==> src/rtl/i2c_mem_pkg.sv <==
package i2c_mem_pkg;
    typedef enum logic [3:0] {
        ST_IDLE,
        ST_ADDR,
        ST_ADDR_ACK,
        ST_WORD,
        ST_WORD_ACK,
        ST_WDATA,
        ST_WDATA_ACK,
        ST_RDATA,
        ST_RACK,
        ST_HOLD
    } tgt_state_t;

    localparam int BYTE_W = 8;
endpackage

==> src/rtl/i2c_line_sync.sv <==
module i2c_line_sync #(
    parameter int STAGES = 2
) (
    input  logic clk,
    input  logic rst_n,
    input  logic scl_i,
    input  logic sda_i,
    output logic scl_s,
    output logic sda_s,
    output logic scl_rise,
    output logic scl_fall,
    output logic start_det,
    output logic stop_det
);
    localparam int LINES = 2;

    logic [LINES-1:0] raw;
    logic [LINES-1:0] chain [STAGES];
    logic [LINES-1:0] prev;

    assign raw = {scl_i, sda_i};

    genvar g;
    generate
        for (g = 0; g < STAGES; g++) begin : g_stage
            if (g == 0) begin : g_first
                always_ff @(posedge clk or negedge rst_n) begin
                    if (!rst_n) chain[g] <= '1;
                    else        chain[g] <= raw;
                end
            end else begin : g_next
                always_ff @(posedge clk or negedge rst_n) begin
                    if (!rst_n) chain[g] <= '1;
                    else        chain[g] <= chain[g-1];
                end
            end
        end
    endgenerate

    always_ff @(posedge clk or negedge rst_n) begin
        if (!rst_n) prev <= '1;
        else        prev <= chain[STAGES-1];
    end

    logic scl_q, sda_q;

    assign scl_s     = chain[STAGES-1][1];
    assign sda_s     = chain[STAGES-1][0];
    assign scl_q     = prev[1];
    assign sda_q     = prev[0];
    assign scl_rise  = scl_s & ~scl_q;
    assign scl_fall  = ~scl_s & scl_q;
    assign start_det = scl_s & scl_q & sda_q & ~sda_s;
    assign stop_det  = scl_s & scl_q & ~sda_q & sda_s;
endmodule

==> src/rtl/i2c_mem_store.sv <==
module i2c_mem_store #(
    parameter int AW = 8,
    parameter int DW = 8
) (
    input  logic          clk,
    input  logic          rst_n,
    input  logic          wr_en,
    input  logic [AW-1:0] addr,
    input  logic [DW-1:0] wr_data,
    output logic [DW-1:0] rd_data
);
    localparam int DEPTH = 1 << AW;

    logic [DW-1:0] cells [DEPTH];

    always_ff @(posedge clk or negedge rst_n) begin
        if (!rst_n) begin
            for (int i = 0; i < DEPTH; i++) cells[i] <= '0;
        end else if (wr_en) begin
            cells[addr] <= wr_data;
        end
    end

    assign rd_data = cells[addr];
endmodule

==> src/rtl/i2c_mem_target.sv <==
module i2c_mem_target
    import i2c_mem_pkg::*;
#(
    parameter logic [6:0] DEV_ADDR = 7'h50,
    parameter int         ADDR_W   = 8,
    parameter int         SYNC_STG = 2
) (
    input  logic clk,
    input  logic rst_n,
    input  logic scl_i,
    input  logic sda_i,
    output logic sda_pull_o
);
    localparam int CNT_W = $clog2(BYTE_W);
    localparam logic [CNT_W-1:0] LAST_BIT = CNT_W'(BYTE_W - 1);

    logic scl_s, sda_s, scl_rise, scl_fall, start_det, stop_det;

    i2c_line_sync #(.STAGES(SYNC_STG)) u_sync (
        .clk       (clk),
        .rst_n     (rst_n),
        .scl_i     (scl_i),
        .sda_i     (sda_i),
        .scl_s     (scl_s),
        .sda_s     (sda_s),
        .scl_rise  (scl_rise),
        .scl_fall  (scl_fall),
        .start_det (start_det),
        .stop_det  (stop_det)
    );

    tgt_state_t          state, state_nx;
    logic [CNT_W-1:0]    bitcnt;
    logic                byte_rdy;
    logic [BYTE_W-1:0]   shreg, txreg, rd_data;
    logic [ADDR_W-1:0]   ptr;
    logic                rw_q, mack_q, pull_q, wr_en, addr_hit, rx_state;

    assign addr_hit = (shreg[7:1] == DEV_ADDR);
    assign rx_state = (state == ST_ADDR) || (state == ST_WORD) || (state == ST_WDATA);
    assign wr_en    = scl_fall && (state == ST_WDATA) && byte_rdy;

    i2c_mem_store #(.AW(ADDR_W), .DW(BYTE_W)) u_mem (
        .clk     (clk),
        .rst_n   (rst_n),
        .wr_en   (wr_en),
        .addr    (ptr),
        .wr_data (shreg),
        .rd_data (rd_data)
    );

    // next-state decision
    always_comb begin
        state_nx = state;
        if (stop_det) begin
            state_nx = ST_IDLE;
        end else if (start_det) begin
            state_nx = ST_ADDR;
        end else if (scl_fall) begin
            unique case (state)
                ST_IDLE:      state_nx = ST_IDLE;
                ST_ADDR:      if (byte_rdy) state_nx = addr_hit ? ST_ADDR_ACK : ST_HOLD;
                ST_ADDR_ACK:  state_nx = rw_q ? ST_RDATA : ST_WORD;
                ST_WORD:      if (byte_rdy) state_nx = ST_WORD_ACK;
                ST_WORD_ACK:  state_nx = ST_WDATA;
                ST_WDATA:     if (byte_rdy) state_nx = ST_WDATA_ACK;
                ST_WDATA_ACK: state_nx = ST_WDATA;
                ST_RDATA:     if (bitcnt == LAST_BIT) state_nx = ST_RACK;
                ST_RACK:      state_nx = mack_q ? ST_RDATA : ST_HOLD;
                ST_HOLD:      state_nx = ST_HOLD;
                default:      state_nx = ST_IDLE;
            endcase
        end
    end

    // state register
    always_ff @(posedge clk or negedge rst_n) begin
        if (!rst_n) state <= ST_IDLE;
        else        state <= state_nx;
    end

    // datapath and line output
    always_ff @(posedge clk or negedge rst_n) begin
        if (!rst_n) begin
            bitcnt   <= '0;
            byte_rdy <= 1'b0;
            shreg    <= '0;
            txreg    <= '0;
            ptr      <= '0;
            rw_q     <= 1'b0;
            mack_q   <= 1'b0;
            pull_q   <= 1'b0;
        end else if (start_det || stop_det) begin
            bitcnt   <= '0;
            byte_rdy <= 1'b0;
            pull_q   <= 1'b0;
        end else begin
            if (scl_rise) begin
                if (rx_state) begin
                    shreg  <= {shreg[BYTE_W-2:0], sda_s};
                    bitcnt <= bitcnt + 1'b1;
                    if (bitcnt == LAST_BIT) byte_rdy <= 1'b1;
                end
                if (state == ST_RACK) mack_q <= ~sda_s;
            end
            if (scl_fall) begin
                unique case (state)
                    ST_ADDR: if (byte_rdy) begin
                        byte_rdy <= 1'b0;
                        bitcnt   <= '0;
                        rw_q     <= shreg[0];
                        pull_q   <= addr_hit;
                    end
                    ST_ADDR_ACK: begin
                        bitcnt <= '0;
                        if (rw_q) begin
                            txreg  <= rd_data;
                            pull_q <= ~rd_data[BYTE_W-1];
                        end else begin
                            pull_q <= 1'b0;
                        end
                    end
                    ST_WORD: if (byte_rdy) begin
                        byte_rdy <= 1'b0;
                        bitcnt   <= '0;
                        ptr      <= ADDR_W'(shreg);
                        pull_q   <= 1'b1;
                    end
                    ST_WDATA: if (byte_rdy) begin
                        byte_rdy <= 1'b0;
                        bitcnt   <= '0;
                        ptr      <= ptr + 1'b1;
                        pull_q   <= 1'b1;
                    end
                    ST_RDATA: begin
                        if (bitcnt == LAST_BIT) begin
                            bitcnt <= '0;
                            ptr    <= ptr + 1'b1;
                            pull_q <= 1'b0;
                        end else begin
                            bitcnt <= bitcnt + 1'b1;
                            txreg  <= {txreg[BYTE_W-2:0], 1'b0};
                            pull_q <= ~txreg[BYTE_W-2];
                        end
                    end
                    ST_RACK: begin
                        if (mack_q) begin
                            txreg  <= rd_data;
                            pull_q <= ~rd_data[BYTE_W-1];
                        end else begin
                            pull_q <= 1'b0;
                        end
                    end
                    default: pull_q <= 1'b0;
                endcase
            end
        end
    end

    assign sda_pull_o = pull_q;

    // line output moves only while the synchronized clock is low
    a_r8_pull_scl_low: assert property (@(posedge clk) disable iff (!rst_n)
        (pull_q != $past(pull_q)) |-> !scl_s);

    // a matching address is acknowledged
    a_r2_ack_on_hit: assert property (@(posedge clk) disable iff (!rst_n)
        (state == ST_ADDR_ACK) |-> pull_q);

    // hold state keeps the line released
    a_r6_hold_released: assert property (@(posedge clk) disable iff (!rst_n)
        (state == ST_HOLD) |-> !pull_q);

    // each finished read byte advances the pointer by one, modulo depth
    a_r7_ptr_step: assert property (@(posedge clk) disable iff (!rst_n)
        (state == ST_RACK && $past(state) == ST_RDATA) |-> ptr == ADDR_W'($past(ptr) + 1'b1));

    // STOP returns the machine to idle
    a_r9_stop_idle: assert property (@(posedge clk) disable iff (!rst_n)
        stop_det |=> (state == ST_IDLE));

    // a read byte is loaded from the memory at the pointer
    a_r5_read_load: assert property (@(posedge clk) disable iff (!rst_n)
        ($past(state) == ST_ADDR_ACK && state == ST_RDATA) |-> txreg == $past(rd_data));
endmodule

==> config.mk <==
export PLATFORM = sky130hd
export DESIGN_NAME = i2c_mem_target
export DESIGN_NICKNAME = d
export VERILOG_FILES = /design/src/rtl/i2c_mem_pkg.sv /design/src/rtl/i2c_line_sync.sv /design/src/rtl/i2c_mem_store.sv /design/src/rtl/i2c_mem_target.sv
export SDC_FILE = /design/constraint.sdc
export NUM_CORES = 2
export LEC_CHECK = 0
export ABC_CLOCK_PERIOD_IN_PS = 4960
export BUFFER_PORTS_ARGS = -buffer_cell sky130_fd_sc_hd__buf_2
export CAP_MARGIN = 20
export CORE_MARGIN = 2
export CORE_UTILIZATION = 45
export DETAILED_ROUTE_END_ITERATION = 6
export GPL_TIMING_DRIVEN = 0
export HOLD_SLACK_MARGIN = 0.06
export PLACE_DENSITY_LB_ADDON = 0.05
export SYNTH_ARGS = -nofsm -noshare
export SYNTH_HDL_FRONTEND = slang
export SYNTH_SLANG_ARGS = --single-unit
==> constraint.sdc <==
create_clock -name clk -period 4.96 [get_ports clk]
set_input_delay 0.248 -clock clk [delete_from_list [all_inputs] [get_ports clk]]
set_output_delay 0.248 -clock clk [all_outputs]
set_load 0.01 [all_outputs]
### Yosys cells after proc, flatten, opt, wreduce, memory -nomap -nowiden

Index checks and enable logic that the tools add are counted.

* bits of input ports: 4
* bits in registers: 2088
* word-level logic and storage cells: 377

* bitwise logic cells: 15
* equal/unequal tests: 23
* add/sub/neg operators: 2
* $lt $le $gt $ge: 2
* reduce and logical (&&, ||, !) cells: 20
* multiplexer cells: 47

Operators by type and width (count)
* $bwmux 2048: 1
* $bmux 8 s8: 1
* $demux 8 s8: 1
* $mux 8: 6
* $mux 4: 9
* $pmux 4 s8: 1
* $pmux 8 s3: 1
* $mux 3: 7
* $mux 7: 3
* $pmux 7 s3: 1
* $eq 4x3->1 const B: 4
* $ne 4x4->1 const B: 4
* $mux 1: 14
* $ne 2x2->1 const B: 6
* $reduce_and 6->1: 2
* $ge 9x9->1 const B: 1
* $lt 9x1->1 const B: 1
* $not 8->9: 1
* $pmux 3 s3: 1
* $reduce_and 3->1: 3
* $reduce_bool 3->1: 3
* $add 8x1->8 const B: 1
* $eq 4x2->1 const B: 2
* $eq 4x4->1 const B: 2
* other kinds (16): 33

### Depth between registers and ports, before layout

* word-level depth: 9
* depth in mapped cells: 13

### By module

From an unflattened synthesis, not the netlist that was laid out.

* cells, all modules: 6059
* area total of the unflattened synthesis: 95038.6 um2

By module, submodules not included
* i2c_mem_store: cells an instance 5832, times used 1, area an instance 92711.4 um2
* i2c_mem_target: cells an instance 217, times used 1, area an instance 2137.0 um2
* i2c_line_sync: cells an instance 10, times used 1, area an instance 190.2 um2

### Worst setup path before layout

OpenSTA, ideal clock, no wires.

* kind: reg2reg
* from: reg ptr[1]
* to: reg u_mem.cells[1488] (netlist name)
* clock period less this slack: 2.887 ns
* slack: 2.073 ns
* cell stages (with the launch flop): 14
* arrival time: 2.762 ns
* data required time: 4.835 ns
* cells stage by stage: dfrtp_1 -> buf_4 -> buf_2 -> buf_2 -> buf_2 -> buf_2 -> inv_1 -> ha_1 -> and2_1 -> buf_2 -> nand2_2 -> buf_4 -> nor2_4 -> mux2_2

* cells in the longest elaborated chain, start to end: 6

RTL lines
* start: declaration: RTL line i2c_mem_target.sv:36 `logic [ADDR_W-1:0] ptr;`
* start signal: assignment: RTL line i2c_mem_target.sv:126 `ptr <= ADDR_W'(shreg);`
* start signal: assignment: RTL line i2c_mem_target.sv:132 `ptr <= ptr + 1'b1;`
* start signal: assignment: RTL line i2c_mem_target.sv:138 `ptr <= ptr + 1'b1;`
* $not 8->9 (implied by the code) *: RTL line i2c_mem_store.sv:20 `cells[addr] <= wr_data;`
* $ge 9x9->1 (implied by the code) / $lt 9x1->1 (equally long branches): RTL line i2c_mem_store.sv:20
* $logic_and 1x1->1 (implied by the code): RTL line i2c_mem_store.sv:20
* $mux 8 (implied by the code): RTL line i2c_mem_store.sv:20
* $demux 8 s8 *: RTL line i2c_mem_store.sv:20
* $bwmux 2048 *: RTL line i2c_mem_store.sv:20
* end signal: indexed assignment: RTL line i2c_mem_store.sv:20
* end: declaration: RTL line i2c_mem_store.sv:14 `logic [DW-1:0] cells [DEPTH];`

Mark *: on every way between the ends. The rest lies on a longest branch, timed or not.
A chain may end at the register's enable or synchronous reset.

### Final worst setup path

* from: reg ptr[2]
* to: reg pull_q (netlist: sda_pull_o)

* cells in the longest elaborated chain, start to end: 9

RTL lines
* $not 8->9 (implied by the code) *: RTL line i2c_mem_store.sv:24 `assign rd_data = cells[addr];`
* $bmux 8 s8 *: RTL line i2c_mem_store.sv:24
* $mux 8 (implied by the code) * (2 in series): RTL line i2c_mem_store.sv:24
* $not 1->1 *: RTL line i2c_mem_target.sv:118, i2c_mem_target.sv:149
* $mux 1 (on tied branches): RTL line i2c_mem_target.sv:147, i2c_mem_target.sv:116
* $pmux 1 s5 *: RTL line i2c_mem_target.sv:107 `unique case (state)`
* $mux 1 *: RTL line i2c_mem_target.sv:106 `if (scl_fall) begin`
* $mux 1 *: RTL line i2c_mem_target.sv:93 `end else if (start_det || stop_det) begin`
* end signal: assignment: RTL line i2c_mem_target.sv:112 `pull_q <= addr_hit;`
* end signal: assignment: RTL line i2c_mem_target.sv:118 `pull_q <= ~rd_data[BYTE_W-1];`
* end signal: assignment: RTL line i2c_mem_target.sv:149 `pull_q <= ~rd_data[BYTE_W-1];`
* end: declaration: RTL line i2c_mem_target.sv:37 `logic rw_q, mack_q, pull_q, wr_en, addr_hit, rx_state;`

Mark *: on every way between the ends. The rest lies on a longest branch, timed or not. The select of a mux whose other input is x is not followed.

==> impl_metrics.env <==
export IMPL_core_area_um2=214400
export IMPL_yosys_area_share_simple_pct=4.521
export IMPL_dpl_hpwl_mm=297.4
export IMPL_wl_mm=436.5
export IMPL_drive_above_1_share_pct=52.21
export IMPL_wl_per_cell_um=45.59
export IMPL_worstHoldPathCells=0
export IMPL_yosys_area_share_xor_xnor_pct=0.01806
export IMPL_p_leak_uw=0.05036
export IMPL_num_rows=170
export IMPL_synth_compound_area_share_pct=2.179
export IMPL_ios=5
export IMPL_clkSlewWorstSetupHoldPaths_ps=60
export IMPL_ys_types=77
export IMPL_irDropWorstVdd_mv=0.3287
export IMPL_first_global_vias=62090
export IMPL_drc=4
export IMPL_grt_pass1_wl_mm=581.5
export IMPL_rsz0062_at_grt="false"
export IMPL_total_power_uw=37540
export IMPL_max_slew_margin_rel_pct=10.04
export IMPL_die_w_um=468.3
export IMPL_yosysWarningCount=0
export IMPL_syn_area_per_cell_um2=15.58
export IMPL_synthCells=6226
export IMPL_clk_latency_ps=890
export IMPL_p_per_area_nw_per_um2=341.5
export IMPL_placed_cells=9113
export IMPL_post_route_min_period_ps=5242
export IMPL_hold_class="reg2reg"
export IMPL_synth_top_family_by_area="multiplexers"
export IMPL_worst_r2r_path_depth=9
export IMPL_end_kind="flop"
export IMPL_final_nets=6526
export IMPL_setup_slack_ps=-282.4
export IMPL_finalCritPeriodShare_pct=105.7
export IMPL_post_place_ws_ps=-1314
export IMPL_htreeDepth=4
export IMPL_io_buffers=4
export IMPL_grt_max_degree=169
export IMPL_gr_usage_all_layers_pct=40.04
export IMPL_final_common_cell="dfrtp_1"
export IMPL_numCtsBuffers=232
export IMPL_initial_core_util_pct=45.24
export IMPL_cts_num_sinks=2088
export IMPL_arrival_ps=5970
export IMPL_muxShareOfSynthArea_pct=36.93
export IMPL_clockBufferDepth=3
export IMPL_async_reset_ff_share_pct=100.0
export IMPL_die_h_um=468.3
export IMPL_syn_to_final_growth_pct=13.33
export IMPL_synth_edff_count=0
export IMPL_cts_root_buf="clkbuf_16"
export IMPL_n_fill_cell=18080
export IMPL_layout_common_cells="dfrtp_1 (2082), mux2_2 (2062), mux4_2 (500)"
export IMPL_synthFlopType="dfrtp_1"
export IMPL_final_max_slew_viol_count=0
export IMPL_drt_first_pass_iters=7
export IMPL_drt_iter0_drc=7535
export IMPL_route_antenna_remaining_nets=0
export IMPL_place_area_um2=101500
export IMPL_worst_pin_slew_ps=1349
export IMPL_post_cts_setup_buffer_count=0
export IMPL_synth_adder_area_share_pct=0.07739
export IMPL_gp_congestion=1.011
export IMPL_antenna_found_initial=63
export IMPL_cts_tree="done"
export IMPL_die_area_um2=219300
export IMPL_vias=63330
export IMPL_mappedNetlistArea_um2=97010
export IMPL_vias_per_cell=6.614
export IMPL_final_cells=9575
export IMPL_path_max_fanout=10
export IMPL_status="complete, but fails checks"
export IMPL_hold_viol_final=0
export IMPL_grt_overflow=0
export IMPL_critical_path_class="reg2reg"
export IMPL_violations="DRC, setup timing"
export IMPL_fin_area_um2=109900
export IMPL_fmax_ghz=0.1908
export IMPL_cap_violations=0
export IMPL_setup_viol=83
export IMPL_fin_worst_skew_ps=40.57
export IMPL_ys_ff_latch=2088
export IMPL_start_kind="flop"
export IMPL_synth_nets=6236
export IMPL_cp_data_required_time_ps=5690
export IMPL_synth_seq_area_share_pct=53.87
==> critical path, cell delays in order, from the launching register on <==
cell	delay [ps]
dfrtp_1	410
buf_2	250
inv_2	280
buf_2	710
buf_4	720
clkbuf_4	590
mux2i_1	630
o22ai_1	290
o211ai_1	580
a41o_1	520
==> kinds of logic after synthesis <==
| kind of cell | Yosys count |
|---|---|
| flip-flops | 2088 |
| multiplexers | 2696 |
| XOR/XNOR | 2 |
| AND/OR/NAND/NOR | 647 |
| buffers and inverters | 489 |
| adder cells (fa/ha/maj) | 6 |
| AO/OA/AOI/OAI | 298 |
==> layer usage <==
metal  vias to the layer above  part of all wire, %  wire length, um  GRT usage (%)
li1                      23900                    -                -              -
met1                     35030                   40           174400          54.43
met2                      3427                   43           186700          56.91
met3                       937                   10            43770          11.06
met4                        32                  7.2            31220          24.44
met5                         -                0.097              425         0.7905
==> where the power goes <==
part	internal, uW	switching, uW	leakage (uW)
clock	10800	7480	0.00394
combinational	286	1880	0.0173
sequential	17100	14.9	0.0292
==> state kept, by name (all words and copies together), names as in the netlist <==
name / flops
u_mem.cells: 2048
ptr: 8
shreg: 8
txreg: 7
state: 4
bitcnt: 3
u_sync.chain: 2
u_sync.prev: 2
byte_rdy: 1
mack_q: 1
rw_q: 1
sda_pull_o: 1
u_sync.scl_s: 1
u_sync.sda_s: 1
==> through the flow <==
| stage | util [%] | hold WS [ps] | TNS (ps) |
|---|---|---|---|
| finish | 51.27 | 356.0 | -2958 |
| floorplan | - | -47.59 | 0 |
| CTS | 51.22 | 344.4 | 0 |
| detailed placement | 47.36 | 317.2 | -560920 |
| global placement | 46.91 | 346.5 | - |
| global route | 51.25 | 362.5 | 0 |
==> layout make-up <==
type / count / area (um^2) / area share [%]
Tap cell: 2838 / 3551 / 3.230
Buffer: 477 / 2509 / 2.282
Multi-Input combinational cell: 3649 / 42490 / 38.65
Antenna cell: 26 / 65.06 / 0.05918
Inverter: 10 / 37.54 / 0.03414
Timing Repair Buffer: 58 / 1013 / 0.9219
Clock inverter: 69 / 985.9 / 0.8969
Sequential cell: 2088 / 52260 / 47.54
Clock buffer: 360 / 7022 / 6.387
==> worst paths after layout <==
| check | start | end | slack (ps) |
|---|---|---|---|
| setup / recovery | ptr[2]$_DFFE_PN0P_ | sda_pull_o$_DFFE_PN0P_ | -280 |
| hold / removal | u_sync.chain[2]$_DFF_PN1_ | u_sync.sda_s$_DFF_PN1_ | 360 |
| setup reg to reg | ptr[2]$_DFFE_PN0P_ | sda_pull_o$_DFFE_PN0P_ | -280 |
| hold reg to reg | u_sync.chain[2]$_DFF_PN1_ | u_sync.sda_s$_DFF_PN1_ | 360 |
| max in group asynchronous | rst_n | u_mem.cells[435]$_DFFE_PN0P_ | 1510 |
| min in group asynchronous | rst_n | u_mem.cells[1375]$_DFFE_PN0P_ | 380 |
==> synth_stat cells, types with 4 or more instances <==
| master | instances | area share, % |
|---|---|---|
| nor4b_1 | 5 | 0.045 |
| buf_1 | 17 | 0.066 |
| a21oi_1 | 35 | 0.18 |
| a22o_1 | 14 | 0.13 |
| clkbuf_1 | 278 | 1.1 |
| a2111oi_0 | 4 | 0.036 |
| nand3_1 | 39 | 0.20 |
| nor2_4 | 158 | 1.8 |
| buf_6 | 23 | 0.27 |
| o211ai_1 | 11 | 0.085 |
| o221ai_1 | 6 | 0.054 |
| and2_1 | 9 | 0.058 |
| nand3b_1 | 5 | 0.039 |
| buf_4 | 50 | 0.39 |
| nand2_1 | 143 | 0.55 |
| nor2_2 | 96 | 0.62 |
| nand2b_1 | 10 | 0.064 |
| nor4_1 | 12 | 0.077 |
| ha_1 | 6 | 0.077 |
| a211oi_1 | 15 | 0.12 |
| a221oi_1 | 11 | 0.099 |
| a31oi_1 | 13 | 0.084 |
| a32oi_1 | 23 | 0.21 |
| o2111ai_1 | 7 | 0.063 |
| and3_1 | 7 | 0.045 |
| o22ai_1 | 39 | 0.25 |
| nand2_2 | 15 | 0.097 |
| dfrtp_1 | 2082 | 54 |
| nor3_1 | 21 | 0.11 |
| mux2_2 | 2062 | 24 |
| nor2_1 | 63 | 0.24 |
| a22oi_1 | 44 | 0.34 |
| mux4_2 | 500 | 12 |
| and3b_1 | 6 | 0.054 |
| dfstp_2 | 6 | 0.16 |
| o31ai_1 | 4 | 0.031 |
| inv_1 | 8 | 0.031 |
| buf_2 | 111 | 0.57 |
| nor2b_1 | 17 | 0.11 |
| o41ai_1 | 4 | 0.036 |
| mux2i_1 | 134 | 1.4 |
| nand4_1 | 14 | 0.090 |
| o21ai_0 | 38 | 0.20 |
==> repair_timing <==
item | 4_1_cts | 5_1_grt
pin swaps | 0 | 0
cloned | 0 | 0
setup endpoints to repair | 1032 | 101
hold buffers | 7 | 0
resized for setup | 64 | 12
endpoints found under the hold margin | 160 | 0
(Power assumes the default switching activity.)
